<file path="src/rtl/fx_alu_pkg.sv">
package fx_alu_pkg;

  localparam int CC_W       = 9;
  localparam int CC_NORM    = 0;
  localparam int CC_BORROW  = 1;
  localparam int CC_MINUS   = 2;
  localparam int CC_ZERO    = 3;
  localparam int CC_SAT     = 4;
  localparam int CC_NONZERO = 8;

  typedef enum logic [1:0] {
    SRC_ARITH = 2'd0,
    SRC_LOGIC = 2'd1,
    SRC_CMP   = 2'd2,
    SRC_PASS  = 2'd3
  } srcSel_t;

  // Strobes from decode to datapath
  typedef struct packed {
    srcSel_t src;
    logic    useDiff;    // multiplier operand is Y - A
    logic    fracShift;  // Q31 product scaling
    logic    negTerm;    // subtract the product term
    logic    addMode;    // term is X + Y instead of a product
    logic    saturate;   // clamp to signed range
    logic    narrow;     // wrap within 31 bits
    logic    cmpLess;    // select X when A < Y (else when A >= Y)
    logic    altInv;     // alternate choice is ~X (else Y)
    logic    accLoad;    // accumulate fractional product
  } ctrl_t;

endpackage

</file>
<file path="src/rtl/fx_alu_ctrl.sv">
module fx_alu_ctrl
  import fx_alu_pkg::*;
(
  input  logic [3:0] opcode,
  output ctrl_t      ctrl
);

  always_comb begin
    ctrl     = '0;
    ctrl.src = SRC_PASS;
    unique case (opcode)
      4'h0: begin ctrl.src = SRC_ARITH; ctrl.fracShift = 1'b1; ctrl.saturate = 1'b1; end
      4'h1: begin ctrl.src = SRC_ARITH; ctrl.fracShift = 1'b1; ctrl.negTerm = 1'b1;
                  ctrl.saturate = 1'b1; end
      4'h2: begin ctrl.src = SRC_ARITH; ctrl.fracShift = 1'b1; end
      4'h3: begin ctrl.src = SRC_ARITH; ctrl.fracShift = 1'b1; ctrl.negTerm = 1'b1; end
      4'h4: begin ctrl.src = SRC_ARITH; ctrl.saturate = 1'b1; end
      4'h5: begin ctrl.src = SRC_ARITH; ctrl.narrow = 1'b1; end
      4'h6: begin ctrl.src = SRC_ARITH; ctrl.addMode = 1'b1; ctrl.saturate = 1'b1; end
      4'h7: begin ctrl.src = SRC_PASS; ctrl.fracShift = 1'b1; ctrl.accLoad = 1'b1; end
      4'h8: begin ctrl.src = SRC_LOGIC; end
      4'h9: begin ctrl.src = SRC_CMP; ctrl.altInv = 1'b1; end
      4'hA: begin ctrl.src = SRC_CMP; end
      4'hB: begin ctrl.src = SRC_CMP; ctrl.cmpLess = 1'b1; end
      4'hE: begin ctrl.src = SRC_ARITH; ctrl.useDiff = 1'b1; ctrl.fracShift = 1'b1;
                  ctrl.saturate = 1'b1; end
      default: ctrl.src = SRC_PASS;  // 0xC, 0xD, 0xF handled elsewhere
    endcase
  end

endmodule

</file>
<file path="src/rtl/fx_alu_dp.sv">
module fx_alu_dp
  import fx_alu_pkg::*;
#(
  parameter int DW    = 32,
  parameter int ACC_W = 64
) (
  input  logic             clk,
  input  logic             rst,
  input  logic             en,
  input  ctrl_t            ctrl,
  input  logic [DW-1:0]    opA,
  input  logic [DW-1:0]    opX,
  input  logic [DW-1:0]    opY,
  output logic [DW-1:0]    result,
  output logic [CC_W-1:0]  condCode,
  output logic [ACC_W-1:0] accum
);

  // Wide enough for a DW x (DW+1) product plus one addend
  localparam int WW = 2 * DW + 2;
  localparam logic signed [WW-1:0] MAX_V = {{(WW-DW+1){1'b0}}, {(DW-1){1'b1}}};
  localparam logic signed [WW-1:0] MIN_V = {{(WW-DW+1){1'b1}}, {(DW-1){1'b0}}};

  logic signed [WW-1:0] aExt, xExt, yExt, mExt, pExt, pTerm, term, sum;
  logic                 satHi, satLo, lessAY, pickX, satHit;
  logic [CC_W-1:0]      ccNext;
  logic [ACC_W-1:0]     accNext;

  always_comb begin
    aExt  = {{(WW-DW){opA[DW-1]}}, opA};
    xExt  = {{(WW-DW){opX[DW-1]}}, opX};
    yExt  = {{(WW-DW){opY[DW-1]}}, opY};
    mExt  = ctrl.useDiff ? (yExt - aExt) : yExt;
    pExt  = xExt * mExt;
    pTerm = ctrl.fracShift ? (pExt >>> (DW - 1)) : pExt;
    term  = ctrl.addMode ? (xExt + yExt) : (ctrl.negTerm ? -pTerm : pTerm);
    sum   = aExt + term;
    satHi = sum > MAX_V;
    satLo = sum < MIN_V;
  end

  always_comb begin
    lessAY = $signed(opA) < $signed(opY);
    pickX  = ctrl.cmpLess ? lessAY : !lessAY;
    satHit = 1'b0;
    unique case (ctrl.src)
      SRC_ARITH: begin
        if (ctrl.saturate && satHi) begin
          result = MAX_V[DW-1:0];
          satHit = 1'b1;
        end else if (ctrl.saturate && satLo) begin
          result = MIN_V[DW-1:0];
          satHit = 1'b1;
        end else if (ctrl.narrow) begin
          result = {sum[DW-2], sum[DW-2:0]};
        end else begin
          result = sum[DW-1:0];
        end
      end
      SRC_LOGIC: result = (opA & opX) ^ opY;
      SRC_CMP:   result = pickX ? opX : (ctrl.altInv ? ~opX : opY);
      default:   result = opA;
    endcase
  end

  always_comb begin
    ccNext              = '0;
    ccNext[CC_NORM]     = result[DW-1] ^ result[DW-2];
    ccNext[CC_BORROW]   = lessAY;
    ccNext[CC_MINUS]    = result[DW-1];
    ccNext[CC_ZERO]     = (result == '0);
    ccNext[CC_SAT]      = satHit;
    ccNext[CC_NONZERO]  = (result != '0);
    accNext             = accum + ACC_W'(pTerm);
  end

  always_ff @(posedge clk) begin
    if (rst) begin
      accum    <= '0;
      condCode <= '0;
    end else if (en) begin
      condCode <= ccNext;
      if (ctrl.accLoad) accum <= accNext;
    end
  end

endmodule

</file>
<file path="src/rtl/fx_alu.sv">
module fx_alu
  import fx_alu_pkg::*;
#(
  parameter int DW    = 32,
  parameter int ACC_W = 64
) (
  input  logic             clk,
  input  logic             rst,
  input  logic             en,
  input  logic [3:0]       opcode,
  input  logic [DW-1:0]    opA,
  input  logic [DW-1:0]    opX,
  input  logic [DW-1:0]    opY,
  output logic [DW-1:0]    result,
  output logic [CC_W-1:0]  condCode,
  output logic [ACC_W-1:0] accum
);

  ctrl_t ctrl;

  fx_alu_ctrl u_ctrl (
    .opcode (opcode),
    .ctrl   (ctrl)
  );

  fx_alu_dp #(.DW(DW), .ACC_W(ACC_W)) u_dp (
    .clk      (clk),
    .rst      (rst),
    .en       (en),
    .ctrl     (ctrl),
    .opA      (opA),
    .opX      (opX),
    .opY      (opY),
    .result   (result),
    .condCode (condCode),
    .accum    (accum)
  );

endmodule

</file>
<file path="config.mk">
export PLATFORM = sky130hd
export DESIGN_NAME = fx_alu
export DESIGN_NICKNAME = d
export VERILOG_FILES = /design/src/rtl/fx_alu_pkg.sv /design/src/rtl/fx_alu_ctrl.sv /design/src/rtl/fx_alu_dp.sv /design/src/rtl/fx_alu.sv
export SDC_FILE = /design/constraint.sdc
export NUM_CORES = 2
export LEC_CHECK = 0
export ABC_AREA = 1
export BUFFER_PORTS_ARGS = -buffer_cell sky130_fd_sc_hd__buf_2
export CAP_MARGIN = 0
export CORE_MARGIN = 2
export CORE_UTILIZATION = 45
export CTS_BUF_LIST = sky130_fd_sc_hd__clkbuf_8
export DETAILED_ROUTE_END_ITERATION = 8
export PLACE_DENSITY = 0.67
export SYNTH_ARGS = -nofsm -noshare
export SYNTH_HDL_FRONTEND = slang
export SYNTH_SLANG_ARGS = --single-unit
</file>
<file path="constraint.sdc">
create_clock -name clk -period 17.7 [get_ports clk]
set_clock_uncertainty 0.2 [all_clocks]
set_input_delay 0.885 -clock clk [delete_from_list [all_inputs] [get_ports clk]]
set_output_delay 0.885 -clock clk [all_outputs]
set_load 0.02 [all_outputs]
</file>
# == Word-level counts from Yosys, hierarchy flattened ==
# Cells that the tools add are included.
# classes
magnitude_cmp,3
bitwise,4
n_eq_ne,14
n_reduce_logical,13
n_mul,1
n_mux,24
n_addsub,5
# op_table
operator,n
$mux 66,3
$mux 32,5
$pmux 32 s3,1
$add 32x66->66,1
$gt 66x32->1 const B,1
$lt 66x32->1 const B,1
$mul 32x66->66,1
$neg 66->66,1
$mux 65,1
$add 64x64->64,1
$add 32x32->33,1
$sub 32x32->33,1
$and 32x32->32,1
$logic_not 32->1,1
$lt 32x32->1,1
$not 32->32,1
$reduce_bool 32->1,1
$xor 32x32->32,1
$eq 4x4->1 const B,5
$eq 4x3->1 const B,4
$mux 1,13
$eq 4x2->1 const B,2
$reduce_or 8->1,1
$pmux 2 s3,1
other kinds (13),14
# totals
ff_bits,70
elab_cells,66
in_bits,103
output_inout_bits,105

# == Depth between registers and ports, before layout ==
# depth
word_depth,15
ltp_mapped,99

# == Modules after synthesis ==
# From an unflattened synthesis, not the netlist that was laid out.
# hier_totals
cells_unflattened,8519
hier_area_um2,58374.7
# modules_own_cells
mod,area_each_um2,instances,seq_area_each_um2,cells_each
fx_alu_dp,58234.6,1,1401.3,8488
fx_alu_ctrl,140.1,1,0.0,31

# == Worst setup path after synthesis ==
# Ideal clock, no wire load.
# synth_timing
path_type,input -> output
start,in opY[0]
end,out result[10]
arrival_ps,14448
n_path_buf,3
path_stages,77
t_required_ps,16615
setup_slack_ps,2167
cell_sequence,inv_1 ha_1 fa_1 o31ai_2 a21oi_1 o21ai_1 a31oi_1 o21ai_2 a21boi_0 o21ai_1 a21boi_0 o21ai_0 a21boi_1 or2_2 a31oi_1 o21ai_1 nand2_1 buf_4 [41 not listed] nor4_1 nand3_1 nand3_1 nand2_1 nand2_1 xor2_1 or2_2 nor2_1 nand4_1 nor2_1 nor2_1 nand2_4 buf_6 nand2_1 nand2_1 nand2_1 nor2_1 inv_1
# synth_via
elab_chain_len,13
# synth_lines
item,line,source
start: declaration,fx_alu.sv:13,"input logic [DW-1:0] opY,"
$sub 32x32->33,fx_alu_dp.sv:33,mExt = ctrl.useDiff ? (yExt - aExt) : yExt;
$mux 66,fx_alu_dp.sv:33,
$mul 32x66->66,fx_alu_dp.sv:34,pExt = xExt * mExt;
$mux 65,fx_alu_dp.sv:35,pTerm = ctrl.fracShift ? (pExt >>> (DW - 1)) : pExt;
$neg 66->66,fx_alu_dp.sv:36,term = ctrl.addMode ? (xExt + yExt) : (ctrl.negTerm ? -pTerm : pTerm);
$mux 66 (2 in a row),fx_alu_dp.sv:36,
$add 32x66->66,fx_alu_dp.sv:37,sum = aExt + term;
$lt 66x32->1,fx_alu_dp.sv:39,satLo = sum < MIN_V;
$logic_and 1x1->1,fx_alu_dp.sv:51,end else if (ctrl.saturate && satLo) begin
$mux 32,fx_alu_dp.sv:51,
$mux 32,fx_alu_dp.sv:48,if (ctrl.saturate && satHi) begin
$pmux 32 s3 *,fx_alu_dp.sv:46,unique case (ctrl.src)
end: declaration,fx_alu.sv:14,"output logic [DW-1:0] result,"
# Every way passes the cells marked *; elsewhere a longest branch is shown, timed or not.

# == Worst setup path after layout ==
# layout_timing
start,in opY[0]
end,out result[9]
# Same word-level chain as after synthesis.

==> flow_results.xml <==
<?xml version="1.0" encoding="UTF-8"?>
<metrics>
  <group name="status">
    <metric name="result_of_the_run" unit="">complete, no violations</metric>
  </group>
  <group name="floorplan">
    <metric name="floorplan.die.height" unit="um">363</metric>
    <metric name="placementRows" unit="">131</metric>
    <metric name="effective_utilization_at_floorplan" unit="%">45.4</metric>
    <metric name="dieWidth" unit="um">363</metric>
    <metric name="die_area" unit="mm2">0.132</metric>
    <metric name="placeableCoreArea" unit="mm2">0.128</metric>
    <metric name="num_io_pins" unit="">208</metric>
  </group>
  <group name="placement">
    <metric name="place_area" unit="mm2">0.0648</metric>
    <metric name="port_buffers" unit="">204</metric>
    <metric name="place_hpwl" unit="um">228000</metric>
    <metric name="place_congestion" unit="">1.04</metric>
    <metric name="pre_cts_ws" unit="ns">-0.326</metric>
  </group>
  <group name="worst_setup_path">
    <metric name="crit_required" unit="ns">16.61</metric>
    <metric name="crit_path_start_kind" unit="">primary input</metric>
    <metric name="worst-endpoint-arrival" unit="ns">15.99</metric>
    <metric name="worst_path_max_delay_cell" unit="">sky130_fd_sc_hd__fa_2</metric>
    <metric name="cpMostUsedCell" unit="">sky130_fd_sc_hd__nand2_1</metric>
    <metric name="crit_family" unit="">adder cells</metric>
    <metric name="cp-end-kind" unit="">output port</metric>
    <metric name="path_max_fanout" unit="">32</metric>
    <metric name="critPathKind" unit="">primary input to output port</metric>
    <metric name="crit_buf_inv" unit="">18</metric>
    <metric name="critical-path-max-stage-delay" unit="ns">0.61</metric>
  </group>
  <group name="timing">
    <metric name="maxSlewViolCount" unit="">0</metric>
    <metric name="setup-tns-final" unit="ns">0</metric>
    <metric name="timing.final.setup_violations" unit="">0</metric>
    <metric name="timing_worst_slew_pin_value" unit="ns">1.20</metric>
    <metric name="timing.final.crit_share" unit="%">96.5</metric>
    <metric name="fmax" unit="MHz">58.6</metric>
    <metric name="fin_hold_ws" unit="ns">0.270</metric>
    <metric name="final_hold_viol_count" unit="">0</metric>
    <metric name="timing.slew.headroom" unit="%">19.3</metric>
    <metric name="final.min_clock_period" unit="ns">17.07</metric>
    <metric name="final.setup.worst_slack" unit="ns">0.627</metric>
  </group>
  <group name="layout">
    <metric name="fin_nets" unit="">10500</metric>
    <metric name="fill_cells" unit="">13100</metric>
    <metric name="highest_count_cells_in_the_layout_ignoring_fill_and_taps" unit="">1930 x sky130_fd_sc_hd__inv_1, 1877 x sky130_fd_sc_hd__nand2_1, 1114 x sky130_fd_sc_hd__fa_1</metric>
    <metric name="drive_gt1_share" unit="%">13.4</metric>
    <metric name="most_common_cell_after_layout_fill_and_taps_aside" unit="">sky130_fd_sc_hd__inv_1</metric>
    <metric name="syn_to_final_growth" unit="%">13.8</metric>
    <metric name="finalInstanceArea" unit="mm2">0.0660</metric>
  </group>
  <group name="clock_network">
    <metric name="clkTransAtPathRegs" unit="ns">0.09</metric>
    <metric name="cts.path.max_buffers" unit="">2</metric>
    <metric name="htreeDepth" unit="">3</metric>
    <metric name="cts-root-buf" unit="">sky130_fd_sc_hd__clkbuf_8</metric>
    <metric name="cts_sinks" unit="">70</metric>
    <metric name="cts_inserted_buffers" unit="">9</metric>
    <metric name="cts_tree" unit="">done</metric>
    <metric name="clk-insertion-delay-late" unit="ns">0.42</metric>
  </group>
  <group name="routing">
    <metric name="detail_route.wl_per_cell" unit="um">25.4</metric>
    <metric name="drt_first_iter_violations" unit="">6204</metric>
    <metric name="vias" unit="">59000</metric>
    <metric name="firstDrtPassIters" unit="">8</metric>
    <metric name="detail-route-antenna-nets" unit="">0</metric>
    <metric name="vias_per_cell" unit="">5.57</metric>
    <metric name="post-route-drc-count" unit="">0</metric>
    <metric name="wirelength" unit="um">269000</metric>
  </group>
  <group name="synthesis">
    <metric name="fraction_of_registers_with_async_set_reset" unit="%">0</metric>
    <metric name="syn-instance-count" unit="">8318</metric>
    <metric name="synth_enable_flop_cells" unit="">0</metric>
    <metric name="synthesis.yosys.warnings" unit="">0</metric>
    <metric name="ys_seq_area_share" unit="%">2.42</metric>
    <metric name="postSynthAreaPerCell" unit="um2">6.97</metric>
    <metric name="synth-seq-cells" unit="">70</metric>
    <metric name="yosys_most_used_dff" unit="">sky130_fd_sc_hd__dfxtp_1</metric>
    <metric name="yosys.cell_types.count" unit="">65</metric>
    <metric name="netlist_area" unit="mm2">0.0580</metric>
  </group>
  <group name="global_routing">
    <metric name="first_pass_grt_wire_length" unit="um">390000</metric>
    <metric name="grt_pass1_vias" unit="">58800</metric>
    <metric name="antenna_found_initial" unit="">16</metric>
    <metric name="maximum_number_of_pins_on_one_net_before_global_route_repair" unit="">88</metric>
    <metric name="globalRouteTotalUtil" unit="%">40.6</metric>
    <metric name="overflow" unit="">0</metric>
  </group>
  <group name="worst_hold_path">
    <metric name="timing.hold.worst.class" unit="">flop to flop</metric>
  </group>
  <group name="run">
    <metric name="number_of_violations_of_the_max_capacitance_limit" unit="">0</metric>
  </group>
</metrics>
sequential cells by signal, summed over array words and instances, names as in the netlist:
signal	count
u_dp.accum	64
u_dp.condCode	6
per-layer routing:
| metal | wire (um) | GRT usage [%] |
|---|---|---|
| met4 | 21900 | 26.5 |
| met2 | 115000 | 61.5 |
| met5 | 171 | 0 |
| met3 | 27400 | 9.93 |
| met1 | 104000 | 51.7 |
tightest hold or removal path: stages, from the launching register on:
cell	delay, ns
sky130_fd_sc_hd__dfxtp_1	0.32
sky130_fd_sc_hd__nand2_1	0.06
sky130_fd_sc_hd__a21oi_1	0.06
synthesized netlist by cell type (12+ instances only):
cell type	number	area, um2
sky130_fd_sc_hd__nand4_1	40	250
sky130_fd_sc_hd__clkinv_1	21	78.8
sky130_fd_sc_hd__o21bai_1	57	428
sky130_fd_sc_hd__o211ai_1	86	646
sky130_fd_sc_hd__nand2_2	28	175
sky130_fd_sc_hd__ha_1	380	4750
sky130_fd_sc_hd__inv_2	20	75.1
sky130_fd_sc_hd__dfxtp_1	70	1400
sky130_fd_sc_hd__a21o_1	15	113
sky130_fd_sc_hd__fa_1	1124	22500
sky130_fd_sc_hd__clkbuf_1	239	897
sky130_fd_sc_hd__a21boi_0	12	90.1
sky130_fd_sc_hd__nor3_1	28	140
sky130_fd_sc_hd__nand3_2	16	160
sky130_fd_sc_hd__a21oi_1	387	1940
sky130_fd_sc_hd__xor2_1	95	832
sky130_fd_sc_hd__or2_2	21	131
sky130_fd_sc_hd__nand2_1	1898	7120
sky130_fd_sc_hd__nand3_1	242	1210
sky130_fd_sc_hd__buf_2	17	85.1
sky130_fd_sc_hd__nor2_1	917	3440
sky130_fd_sc_hd__xnor2_1	69	604
sky130_fd_sc_hd__a31oi_1	43	269
sky130_fd_sc_hd__o21ai_0	326	1630
sky130_fd_sc_hd__o21ai_1	28	140
sky130_fd_sc_hd__o221ai_1	13	114
sky130_fd_sc_hd__nor2_2	39	244
sky130_fd_sc_hd__o21a_1	16	120
sky130_fd_sc_hd__inv_1	1941	7290
cell families after synthesis:
group	count (synthesis)	share of synthesized area [%]
adders and majority gates	1504	47.0
other	1	0.00647
and+or+nand+nor	3276	22.9
DFF	70	2.42
AOI/OAI and AO/OA	1037	10.3
muxes	1	0.0173
xor gates and xnor gates	165	2.50
buffers and inverters	2264	14.9
timing repair:
action                     4_1_cts  5_1_grt
pin swaps                        0       27
setup buffers                    0       27
resized for setup               13      178
hold buffers                     0        0
cloned                           0        2
setup endpoints to repair       32       36
cell type report:
type                    count  area (um2)  share of cell area (%)
inverters                1983        7460                    11.3
clock buffers               9         124                   0.188
flip-flops and latches     70        1400                    2.12
diodes                      8        20.0                  0.0303
clock inverters             7        73.8                   0.112
multi-input cells        5986       48700                    73.9
well taps                1662        2080                    3.15
repair buffers            857        6080                    9.22
final timing paths:
path,startpoint,endpoint,slack [ns],depth (start not counted)
worst min-delay path,u_dp.condCode[8],u_dp.condCode[8],0.27,2
worst max register to register,u_dp.accum[0],u_dp.accum[62],12.25,22
worst max-delay path,opY[0],result[9],0.63,79
worst min register to register,u_dp.condCode[8],u_dp.condCode[8],0.27,2
through the flow:
step | instances | utilization (%)
after floorplan | 8320 | -
after global placement | 10500 | 50.8
after detailed placement | 10500 | 50.8
after CTS | 10500 | 51.0
after global routing | 10600 | 51.7
final | 10600 | 51.7
Power is left out: the tool's default activity adds up to more than one toggle a clock period on the data nets, which glitch-free logic cannot reach.
